**config.mk**
```make
export PLATFORM = sky130hd
export DESIGN_NAME = spd_read_target
export DESIGN_NICKNAME = d
export VERILOG_FILES = /design/src/rtl/spd_rd_pkg.sv /design/src/rtl/spd_line_sync.sv /design/src/rtl/spd_byte_store.sv /design/src/rtl/spd_rd_ctrl.sv /design/src/rtl/spd_read_target.sv
export SDC_FILE = /design/constraint.sdc
export NUM_CORES = 2
export LEC_CHECK = 0
export BUFFER_PORTS_ARGS = -buffer_cell sky130_fd_sc_hd__buf_4
export CORE_MARGIN = 2
export CORE_UTILIZATION = 40
export CTS_BUF_LIST = sky130_fd_sc_hd__clkbuf_8
export DETAILED_ROUTE_END_ITERATION = 7
export SETUP_SLACK_MARGIN = 0.5
export SYNTH_ARGS = -nofsm -noshare
export SYNTH_HDL_FRONTEND = slang
export SYNTH_SLANG_ARGS = --single-unit
```
**constraint.sdc**
```tcl
create_clock -name clk -period 1.2 [get_ports clk]
set_input_delay 0.3 -clock clk [delete_from_list [all_inputs] [get_ports clk]]
set_output_delay 0.3 -clock clk [all_outputs]
set_load 0.02 [all_outputs]
```
**src/rtl/spd_rd_pkg.sv**
```systemverilog
package spd_rd_pkg;

  // Serial-side protocol states of the read engine
  typedef enum logic [3:0] {
    S_IDLE,
    S_DEV,
    S_DEV_ACKP,
    S_DEV_ACK,
    S_ADDR,
    S_ADDR_ACKP,
    S_ADDR_ACK,
    S_TX,
    S_MACK,
    S_MACK_OK,
    S_WAIT
  } rd_state_e;

  // Fixed device type nibble carried in the top of the select byte
  localparam logic [3:0] DEV_TYPE_CODE = 4'b1010;

endpackage

```
**src/rtl/spd_line_sync.sv**
```systemverilog
module spd_line_sync #(
  parameter int STAGES = 2
) (
  input  logic clk,
  input  logic rst_n,
  input  logic scl_i,
  input  logic sda_i,
  output logic scl_lvl_o,
  output logic sda_lvl_o,
  output logic scl_rise_o,
  output logic scl_fall_o,
  output logic start_o,
  output logic stop_o
);

  localparam int NLINES = 2;

  logic [NLINES-1:0] raw;
  logic [NLINES-1:0] lvl;
  logic [NLINES-1:0] lvl_q;

  assign raw = {scl_i, sda_i};

  // One synchroniser chain per line; idle bus level is high
  for (genvar g = 0; g < NLINES; g++) begin : g_line
    logic [STAGES-1:0] pipe_q;
    always_ff @(posedge clk or negedge rst_n) begin
      if (!rst_n) begin
        pipe_q <= '1;
      end else begin
        pipe_q <= {pipe_q[STAGES-2:0], raw[g]};
      end
    end
    assign lvl[g] = pipe_q[STAGES-1];
  end

  always_ff @(posedge clk or negedge rst_n) begin
    if (!rst_n) begin
      lvl_q <= '1;
    end else begin
      lvl_q <= lvl;
    end
  end

  assign scl_lvl_o  = lvl[1];
  assign sda_lvl_o  = lvl[0];
  assign scl_rise_o = lvl[1] & ~lvl_q[1];
  assign scl_fall_o = ~lvl[1] & lvl_q[1];
  assign start_o    = lvl[1] & lvl_q[1] & lvl_q[0] & ~lvl[0];
  assign stop_o     = lvl[1] & lvl_q[1] & ~lvl_q[0] & lvl[0];

endmodule

```
**src/rtl/spd_byte_store.sv**
```systemverilog
module spd_byte_store #(
  parameter int ADDR_W = 8,
  parameter int DATA_W = 8
) (
  input  logic              clk,
  input  logic              we_i,
  input  logic [ADDR_W-1:0] waddr_i,
  input  logic [DATA_W-1:0] wdata_i,
  input  logic [ADDR_W-1:0] raddr_i,
  output logic [DATA_W-1:0] rdata_o
);

  localparam int DEPTH = 1 << ADDR_W;

  logic [DATA_W-1:0] mem_q [DEPTH];
  logic [DATA_W-1:0] rdata_q;

  always_ff @(posedge clk) begin
    if (we_i) begin
      mem_q[waddr_i] <= wdata_i;
    end
  end

  // Registered read follows the pointer every cycle
  always_ff @(posedge clk) begin
    rdata_q <= mem_q[raddr_i];
  end

  assign rdata_o = rdata_q;

endmodule

```
**src/rtl/spd_rd_ctrl.sv**
```systemverilog
module spd_rd_ctrl
  import spd_rd_pkg::*;
#(
  parameter int ADDR_W = 8,
  parameter int DATA_W = 8,
  parameter int CE_W   = 3
) (
  input  logic              clk,
  input  logic              rst_n,
  input  logic              scl_rise_i,
  input  logic              scl_fall_i,
  input  logic              start_i,
  input  logic              stop_i,
  input  logic              sda_i,
  input  logic [CE_W-1:0]   strap_i,
  input  logic [DATA_W-1:0] rd_data_i,
  output logic [ADDR_W-1:0] ptr_o,
  output logic              sda_pull_o
);

  localparam int              CNT_W    = $clog2(DATA_W);
  localparam logic [CNT_W-1:0] LAST_BIT = CNT_W'(DATA_W - 1);

  rd_state_e         st_q,   st_n;
  logic [CNT_W-1:0]  cnt_q,  cnt_n;
  logic [DATA_W-1:0] sh_q,   sh_n;
  logic [ADDR_W-1:0] ptr_q,  ptr_n;
  logic              rw_q,   rw_n;
  logic              pull_q, pull_n;
  logic [DATA_W-1:0] rx_byte;
  logic              sel_hit;
  logic              ev_en;

  assign rx_byte = {sh_q[DATA_W-2:0], sda_i};
  assign sel_hit = (rx_byte[DATA_W-1 -: 4] == DEV_TYPE_CODE) &&
                   (rx_byte[CE_W:1] == strap_i);
  assign ev_en   = scl_rise_i | scl_fall_i | start_i | stop_i;

  always_comb begin
    st_n  = st_q;
    cnt_n = cnt_q;
    sh_n  = sh_q;
    ptr_n = ptr_q;
    rw_n  = rw_q;
    if (start_i) begin
      st_n  = S_DEV;
      cnt_n = '0;
    end else if (stop_i) begin
      st_n  = S_IDLE;
    end else begin
      case (st_q)
        S_DEV: begin
          if (scl_rise_i) begin
            sh_n  = rx_byte;
            cnt_n = cnt_q + 1'b1;
            if (cnt_q == LAST_BIT) begin
              cnt_n = '0;
              if (sel_hit) begin
                st_n = S_DEV_ACKP;
                rw_n = sda_i;
              end else begin
                st_n = S_WAIT;
              end
            end
          end
        end
        S_DEV_ACKP: if (scl_fall_i) st_n = S_DEV_ACK;
        S_DEV_ACK: begin
          if (scl_fall_i) begin
            cnt_n = '0;
            if (rw_q) begin
              st_n = S_TX;
              sh_n = rd_data_i;
            end else begin
              st_n = S_ADDR;
            end
          end
        end
        S_ADDR: begin
          if (scl_rise_i) begin
            sh_n  = rx_byte;
            cnt_n = cnt_q + 1'b1;
            if (cnt_q == LAST_BIT) begin
              cnt_n = '0;
              ptr_n = rx_byte[ADDR_W-1:0];
              st_n  = S_ADDR_ACKP;
            end
          end
        end
        S_ADDR_ACKP: if (scl_fall_i) st_n = S_ADDR_ACK;
        S_ADDR_ACK:  if (scl_fall_i) st_n = S_WAIT;
        S_TX: begin
          if (scl_fall_i) begin
            if (cnt_q == LAST_BIT) begin
              st_n  = S_MACK;
              cnt_n = '0;
              ptr_n = ptr_q + 1'b1;
            end else begin
              sh_n  = {sh_q[DATA_W-2:0], 1'b0};
              cnt_n = cnt_q + 1'b1;
            end
          end
        end
        S_MACK: if (scl_rise_i) st_n = sda_i ? S_WAIT : S_MACK_OK;
        S_MACK_OK: begin
          if (scl_fall_i) begin
            st_n  = S_TX;
            sh_n  = rd_data_i;
            cnt_n = '0;
          end
        end
        default: ;
      endcase
    end
    pull_n = (st_n == S_DEV_ACK) || (st_n == S_ADDR_ACK) ||
             ((st_n == S_TX) && !sh_n[DATA_W-1]);
  end

  always_ff @(posedge clk or negedge rst_n) begin
    if (!rst_n) begin
      st_q   <= S_IDLE;
      cnt_q  <= '0;
      sh_q   <= '0;
      ptr_q  <= '0;
      rw_q   <= 1'b0;
      pull_q <= 1'b0;
    end else if (ev_en) begin
      st_q   <= st_n;
      cnt_q  <= cnt_n;
      sh_q   <= sh_n;
      ptr_q  <= ptr_n;
      rw_q   <= rw_n;
      pull_q <= pull_n;
    end
  end

  assign ptr_o      = ptr_q;
  assign sda_pull_o = pull_q;

  // a target that has given up on the transfer keeps SDA released
  p_wait_released_r2: assert property (@(posedge clk) disable iff (!rst_n)
    (st_q == S_WAIT) |-> !pull_q);

  // no acknowledge on the 9th clock sends the engine to standby
  p_nack_standby_r9: assert property (@(posedge clk) disable iff (!rst_n)
    (st_q == S_MACK && scl_rise_i && sda_i && !start_i && !stop_i)
    |=> (st_q == S_WAIT && !pull_q));

  // the last address is followed by address zero
  p_ptr_wrap_r8: assert property (@(posedge clk) disable iff (!rst_n)
    (st_q == S_TX && scl_fall_i && cnt_q == LAST_BIT &&
     ptr_q == {ADDR_W{1'b1}} && !start_i && !stop_i)
    |=> (ptr_q == '0));

  // the pointer holds during select and acknowledge phases
  p_ptr_hold_r6: assert property (@(posedge clk) disable iff (!rst_n)
    (st_q inside {S_DEV_ACKP, S_DEV_ACK, S_MACK, S_MACK_OK, S_WAIT, S_IDLE})
    |=> $stable(ptr_q));

endmodule

```
**src/rtl/spd_read_target.sv**
```systemverilog
module spd_read_target #(
  parameter int ADDR_W      = 8,
  parameter int DATA_W      = 8,
  parameter int CE_W        = 3,
  parameter int SYNC_STAGES = 2
) (
  input  logic              clk,
  input  logic              rst_n,
  input  logic              scl_i,
  input  logic              sda_i,
  output logic              sda_pull_o,
  input  logic [CE_W-1:0]   strap_i,
  input  logic              ld_en_i,
  input  logic [ADDR_W-1:0] ld_addr_i,
  input  logic [DATA_W-1:0] ld_data_i
);

  localparam int RST_STAGES = 2;

  logic [RST_STAGES-1:0] rst_pipe_q;
  logic                  core_rst_n;
  logic                  scl_lvl, sda_lvl;
  logic                  scl_rise, scl_fall, start_det, stop_det;
  logic [ADDR_W-1:0]     ptr;
  logic [DATA_W-1:0]     rd_data;

  // Asynchronous assert, synchronous release
  always_ff @(posedge clk or negedge rst_n) begin
    if (!rst_n) begin
      rst_pipe_q <= '0;
    end else begin
      rst_pipe_q <= {rst_pipe_q[RST_STAGES-2:0], 1'b1};
    end
  end
  assign core_rst_n = rst_pipe_q[RST_STAGES-1];

  spd_line_sync #(.STAGES(SYNC_STAGES)) i_sync (
    .clk        (clk),
    .rst_n      (core_rst_n),
    .scl_i      (scl_i),
    .sda_i      (sda_i),
    .scl_lvl_o  (scl_lvl),
    .sda_lvl_o  (sda_lvl),
    .scl_rise_o (scl_rise),
    .scl_fall_o (scl_fall),
    .start_o    (start_det),
    .stop_o     (stop_det)
  );

  spd_byte_store #(.ADDR_W(ADDR_W), .DATA_W(DATA_W)) i_store (
    .clk     (clk),
    .we_i    (ld_en_i),
    .waddr_i (ld_addr_i),
    .wdata_i (ld_data_i),
    .raddr_i (ptr),
    .rdata_o (rd_data)
  );

  spd_rd_ctrl #(.ADDR_W(ADDR_W), .DATA_W(DATA_W), .CE_W(CE_W)) i_ctrl (
    .clk        (clk),
    .rst_n      (core_rst_n),
    .scl_rise_i (scl_rise),
    .scl_fall_i (scl_fall),
    .start_i    (start_det),
    .stop_i     (stop_det),
    .sda_i      (sda_lvl),
    .strap_i    (strap_i),
    .rd_data_i  (rd_data),
    .ptr_o      (ptr),
    .sda_pull_o (sda_pull_o)
  );

  // the target moves SDA only while the sampled clock is low
  p_sda_moves_scl_low_r10: assert property (@(posedge clk) disable iff (!core_rst_n)
    !$stable(sda_pull_o) |-> !scl_lvl);

endmodule

```
# == Word-level counts from Yosys, hierarchy flattened ==
# Memories as Yosys holds them, arrays and structs flattened. A register that Yosys moved wholly into a read port is not among the register bits.
# Index checks and enable logic that the tools add are counted.
# word_totals
reg_bits,33
ramBits,2048
in_bits,24
out_inout_bits,1
wordCells,113
memories,1
# op_classes
n_addsub,2
eq_ne,28
mux,41
n_bitwise,16
reduce_logical,14
# mem_list
memory,words,word_bits,rd,rd_ports_with_merged_regs,wr,line_no,rtl
i_store.mem_q,256,8,1,1,1,spd_byte_store.sv:15,logic [DATA_W-1:0] mem_q [DEPTH];
# ops
cell,count
8-bit two-way mux,12
4-bit two-way mux,15
4-bit case mux with 9 select lines,1
8-bit case mux with 4 select lines,1
"4-bit by 3-bit equality test with 1-bit output, second input constant",6
3-bit two-way mux,6
"2-bit by 1-bit != test with 1-bit output, second input constant",9
8-bit case mux with 2 select lines,1
"4-bit by 2-bit equality test with 1-bit output, second input constant",3
"4-bit equality test, second input constant",3
10-bit AND reduction,1
"3-bit by 1-bit != test with 1-bit output, second input constant",3
3-bit case mux with 3 select lines,1
"8-bit by 1-bit adder with 8-bit output, second input constant",1
8-bit AND reduction,1
4-bit nonzero test,2
1-bit bitwise AND,7
7-bit AND reduction,1
1-bit NOT,6
6-bit AND reduction,1
"4-bit by 1-bit equality test with 1-bit output, second input constant",1
2-bit two-way mux,2
2-bit OR reduction,2
"3-bit by 1-bit adder with 3-bit output, second input constant",1
9 further kinds,14

# == Logic depth before layout (Yosys ltp) ==
# depth
depth_word,11
mapped_depth,13
mapped_depth_nobuf,9

# == Hierarchy ==
# Synthesis repeated with hierarchy kept, for this count alone.
# hier_totals
cells_unflattened,3974
hier_area_um2,81828.5
# by_module_without_submodules
mod,n_inst,cells_per_inst,area_each_um2,seq_area_each_um2
spd_byte_store,1,3733,79556.3,61659.1
spd_rd_ctrl,1,228,2028.2,625.6
spd_line_sync,1,10,190.2,157.7
spd_read_target,1,3,53.8,50.0

# == Worst setup path before layout ==
# No wires, ideal clock.
# synth_timing
path_kind,reg-to-reg
from,"register i_ctrl.ptr_q[0], in the netlist i_ctrl.ptr_o[0]"
to,"register i_store.rdata_q[3], in the netlist i_store.rdata_o[3], read port of i_store.mem_q"
setup_ns,0.126
t_arrival_ns,2.147
required_ns,1.074
slack_ns,-1.073
path_stages_with_launch,10
path_buffers,4
period_less_slack_ns,2.273
cell_sequence,dfrtp_1 > buf_6 > buf_12 > buf_8 > buf_6 > mux4_2 > a2111oi_0 > nor3_1 > nor3_1 > o22ai_1
# synth_lines
element,line_no,rtl
start: declaration,spd_rd_ctrl.sv:27,"logic [ADDR_W-1:0] ptr_q, ptr_n;"
start signal: assignment,spd_rd_ctrl.sv:131,ptr_q <= ptr_n;
end: declaration,spd_byte_store.sv:16,logic [DATA_W-1:0] rdata_q;

==> results by group <==
Status
  • Status: finished with violations
  • Failing checks: negative hold slack, negative setup slack

Hold path
  • Hold Path Origin: ld_addr_i[1]
  • Min-delay worst type: primary input to flop

Die
  • Die height: 458.7 um
  • Initial Util: 0.4035
  • Ports: 25
  • CORE AREA: 0.2050 mm^2
  • Row cnt: about 170
  • Die ar.: 0.2104 mm^2
  • Die Wd: approximately 460 um

Synthesis
  • Synth unique cells: a little over 80
  • Synthesized area per cell: between 20 and 25 um^2
  • Seq cells post-synth: between 2000 and 2500
  • Syn Inst Count: between 4000 and 5000
  • Number of flops mapped to enable cells by yosys: roughly 2000
  • Async set or reset register ratio after synthesis: 0.01580
  • Register area share after synthesis: 0.7555
  • Synth Flop Type: edfxtp_1
  • Ys Warns: 0
  • Post-synthesis cell area: 0.08271 mm^2
  • Net Count, Synth: roughly 4000

CTS
  • CTS buffer count: between 300 and 400
  • H-Tree Depth: 5
  • CTS clk-pin slew, worst paths: roughly 60 ps
  • CTS Sinks: ~2100
  • Clock latency on the worst-skew pair: around 1100 ps
  • Clock root buffer: clkbuf_8
  • # hold bufs at CTS: 22
  • CTS tree: built
  • Max Root-Sink Buffers: 4

Power and ir drop
  • Pwr dens: between 1500 and 2000 mW/mm^2
  • Peak supply drop: approximately 1.5 mV
  • P_leak: around 35 nW

Critical path
  • Worst path arrival time: ~3900 ps
  • CP endpoint kind: flop
  • Reg2reg start: i_ctrl.ptr_o[0]
  • Data required, critical path: 2150 ps
  • Startpoint types: flop
  • Worst Path Max Fanout: 13
  • Worst setup path category: flop to flop
  • CP startpoint: i_ctrl.ptr_o[0]

Routing
  • Post-DRT Antenna Nets: 0
  • Met1 wire length: between 90000 and 100000 um
  • Top Layer Used: met5
  • Routed len/inst: 30.32 um
  • Metal3 WL: ~23000 um
  • Initial DRC count: about 5400
  • # DRC: 0
  • Met2 routed WL: ~120000 um
  • Vias: between 40000 and 50000
  • Post-Route WL: between 200000 and 250000 um
  • 1st-pass router iterations: 5
  • Routed vias/inst: around 5.7

GRT
  • Global-route wire length before repair: 345800 um
  • Largest net degree at the start of global routing: around 110
  • All-layer global routing usage: 0.2326
  • Grt total ovfl: 0
  • Initial antenna violation count: 8
  • Vias in the first global route: 46540

Finish
  • Fillers: around 16000
  • Nets@finish: 5302
  • Area grow syn2layout: 28.78%
  • Share of layout cells above drive strength 1: 0.4248
  • Area of the multi-input gates: about 0.021 mm^2
  • FF/Latch Area: 0.06251 mm^2

Timing
  • Worst slew margin: 0.4906
  • Worst-Margin Slew: 763.3 ps
  • Slew Limit Fails: 0
  • Tcrit/Tclk final: 2.428
  • Hold WS: -135.9 ps
  • RSZ-0062 raised after global routing: yes
  • Tmin final: roughly 3000 ps
  • Final Setup Violations: 34
  • Setup tns final: -34610 ps
  • Peak Freq: 343.2 MHz
  • Post-route setup slack: -1714 ps
  • Final Hold Fails: 145
  • Setup Skew: between 60 and 70 ps

Run
  • Max-cap viol count: 0

Placement
  • GP Congestion: between 0.8 and 0.9
  • IO Port Bufs: 24
  • Placement Setup Slack: -2072 ps
  • Post-DP HPWL: around 160000 um
==> cell usage after synthesis, types with 4 or more instances <==
library cell	number	area, um^2
buf_2	63	315.3
ha_1	6	75.07
o221ai_1	24	210.2
buf_8	21	315.3
nor4_1	7	43.79
o22ai_1	23	143.9
nand2_1	103	386.6
nand2b_1	10	62.56
a31oi_1	8	50.05
nor2b_1	21	131.4
clkbuf_8	19	261.5
mux4_2	379	8536
a22oi_1	86	645.6
mux4_1	68	1787
a2111oi_0	7	61.31
a21oi_1	100	500.5
a22o_1	6	52.55
a221oi_2	6	90.09
dfstp_2	6	157.7
nand3_1	49	245.2
o21ai_0	68	340.3
buf_4	6	45.04
clkbuf_1	89	334.1
nand4_1	16	100.1
o21ai_1	9	45.04
buf_6	23	259.0
inv_1	13	48.80
a221oi_1	39	341.6
buf_1	8	30.03
xor2_1	4	35.03
mux2i_1	211	2112
dfrtp_1	27	675.7
a211oi_1	13	97.59
and2_1	11	68.82
o211ai_1	6	45.04
o21a_1	4	30.03
dfxtp_1	8	160.2
nor2_1	317	1190
edfxtp_1	2048	61500
a311oi_1	4	35.03
nor3_1	22	110.1
clkbuf_4	5	37.54
mux2_2	12	135.1
buf_12	16	320.3
==> state kept, by name, summed over array words and instances, names as in the netlist <==
name / count
i_ctrl.cnt_q: 3
i_ctrl.ptr_o: 8
i_ctrl.rw_q: 1
i_ctrl.sda_pull_o: 1
i_ctrl.sh_q: 8
i_ctrl.st_q: 4
i_store.mem_q: 2048
i_store.rdata_o: 8
i_sync.g_line.pipe_q: 4
i_sync.lvl_q: 2
rst_pipe_q: 2
==> worst max-delay path: stages (launching register included) <==
cell	delay, ps
dfrtp_4	510
buf_4	160
buf_12	130
buf_16	160
mux4_2	480
a22oi_2	320
buf_4	160
nand2_1	110
a21oi_2	200
o21ai_1	100
nor3_1	220
buf_4	190
o22ai_2	70
==> cell usage in the layout, fill, tap and decap left out, types with 14 or more instances in the layout <==
cell type,n
a22oi_1,68
nand3_4,14
buf_8,17
nand4_1,16
o21ai_0,25
a21oi_2,25
buf_6,69
clkinv_2,29
o21ai_2,18
nand2_1,85
dfrtp_1,21
o221ai_1,23
mux2i_1,202
o22ai_1,19
nor2_4,202
inv_1,128
a221oi_1,32
clkbuf_8,377
clkinv_1,74
buf_4,662
nor2_2,14
o21ai_1,30
nand3_1,31
mux4_2,388
a21oi_1,74
buf_12,307
edfxtp_1,2048
nor2_1,102
a22oi_2,18
buf_16,20
nor3_1,15
mux4_1,59
==> worst paths after layout <==
| check | slack, ps | depth (start not counted) | to |
|---|---|---|---|
| max | -1710 | 12 | i_store.rdata_o[3] |
| max in group asynchronous | 680 | 1 | i_sync.lvl_q[0] |
| max reg2reg | -1710 | 12 | i_store.rdata_o[3] |
| min in group asynchronous | 110 | 3 | rst_pipe_q[1] |
| min | -140 | 4 | i_store.mem_q[171][3] |
| min reg2reg | 240 | 1 | i_ctrl.cnt_q[1] |
==> layer usage <==
layer | track usage | up-vias
met5 | 0 | -
met4 | 0.08444 | 4
met3 | 0.05635 | 411
met2 | 0.3633 | 2299
met1 | 0.3178 | 24450
li1 | - | 19420
==> layout make-up <==
| cell class | count | share of cell area |
|---|---|---|
| diodes | 5 | 0.0001175 |
| multi-input cells | 1703 | 0.1974 |
| repair buffers | 1110 | 0.1245 |
| well taps | 2688 | 0.03157 |
| clock inverters | 236 | 0.01126 |
| flip-flops and latches | 2089 | 0.5869 |
| inverters | 15 | 0.0005756 |
| clock buffers | 369 | 0.04768 |
==> report_power, final <==
part	leakage, nW	internal [mW]	switching [mW]
clock network	3.67	30.2	28.0
registers	18.9	80.6	0.607
logic	12.4	15.0	15.1
total	35.0	126	43.7
==> metrics by stage <==
stage	std cells	instance area (um^2)	utilization	power, mW
after global placement	7441	96700	0.4717	108.3
after global routing	8213	106500	0.5196	174.9
after detailed placement	7441	96700	0.4717	108.5
after floorplan	4058	85270	-	98.01
after CTS	8132	104800	0.5114	168.3
final	8215	106500	0.5196	169.5
==> logic make-up (layout without fill, tap and decap cells) <==
family,count (synthesis),after routing,synth area share
AO/OA/AOI/OAI,440,440,0.03658
XOR/XNOR,5,5,0.0005294
adder cells (fa/ha/maj),6,6,0.0009076
buffers and inverters,267,1730,0.02399
flip-flops,2089,2089,0.7555
multiplexers,670,670,0.1520
other,1,6,0.00004534
AND/OR/NAND/NOR,580,581,0.03045
==> repair_timing <==
action                                 in CTS  in global routing
setup buffers                              54                 71
endpoints found under the hold margin    2152                147
gates resized for setup                   183                220
setup endpoints to repair                 335               1237
gates cloned                               10                  7
pin swaps                                  50                 90
Note: power is estimated with default switching activity, not from simulation.
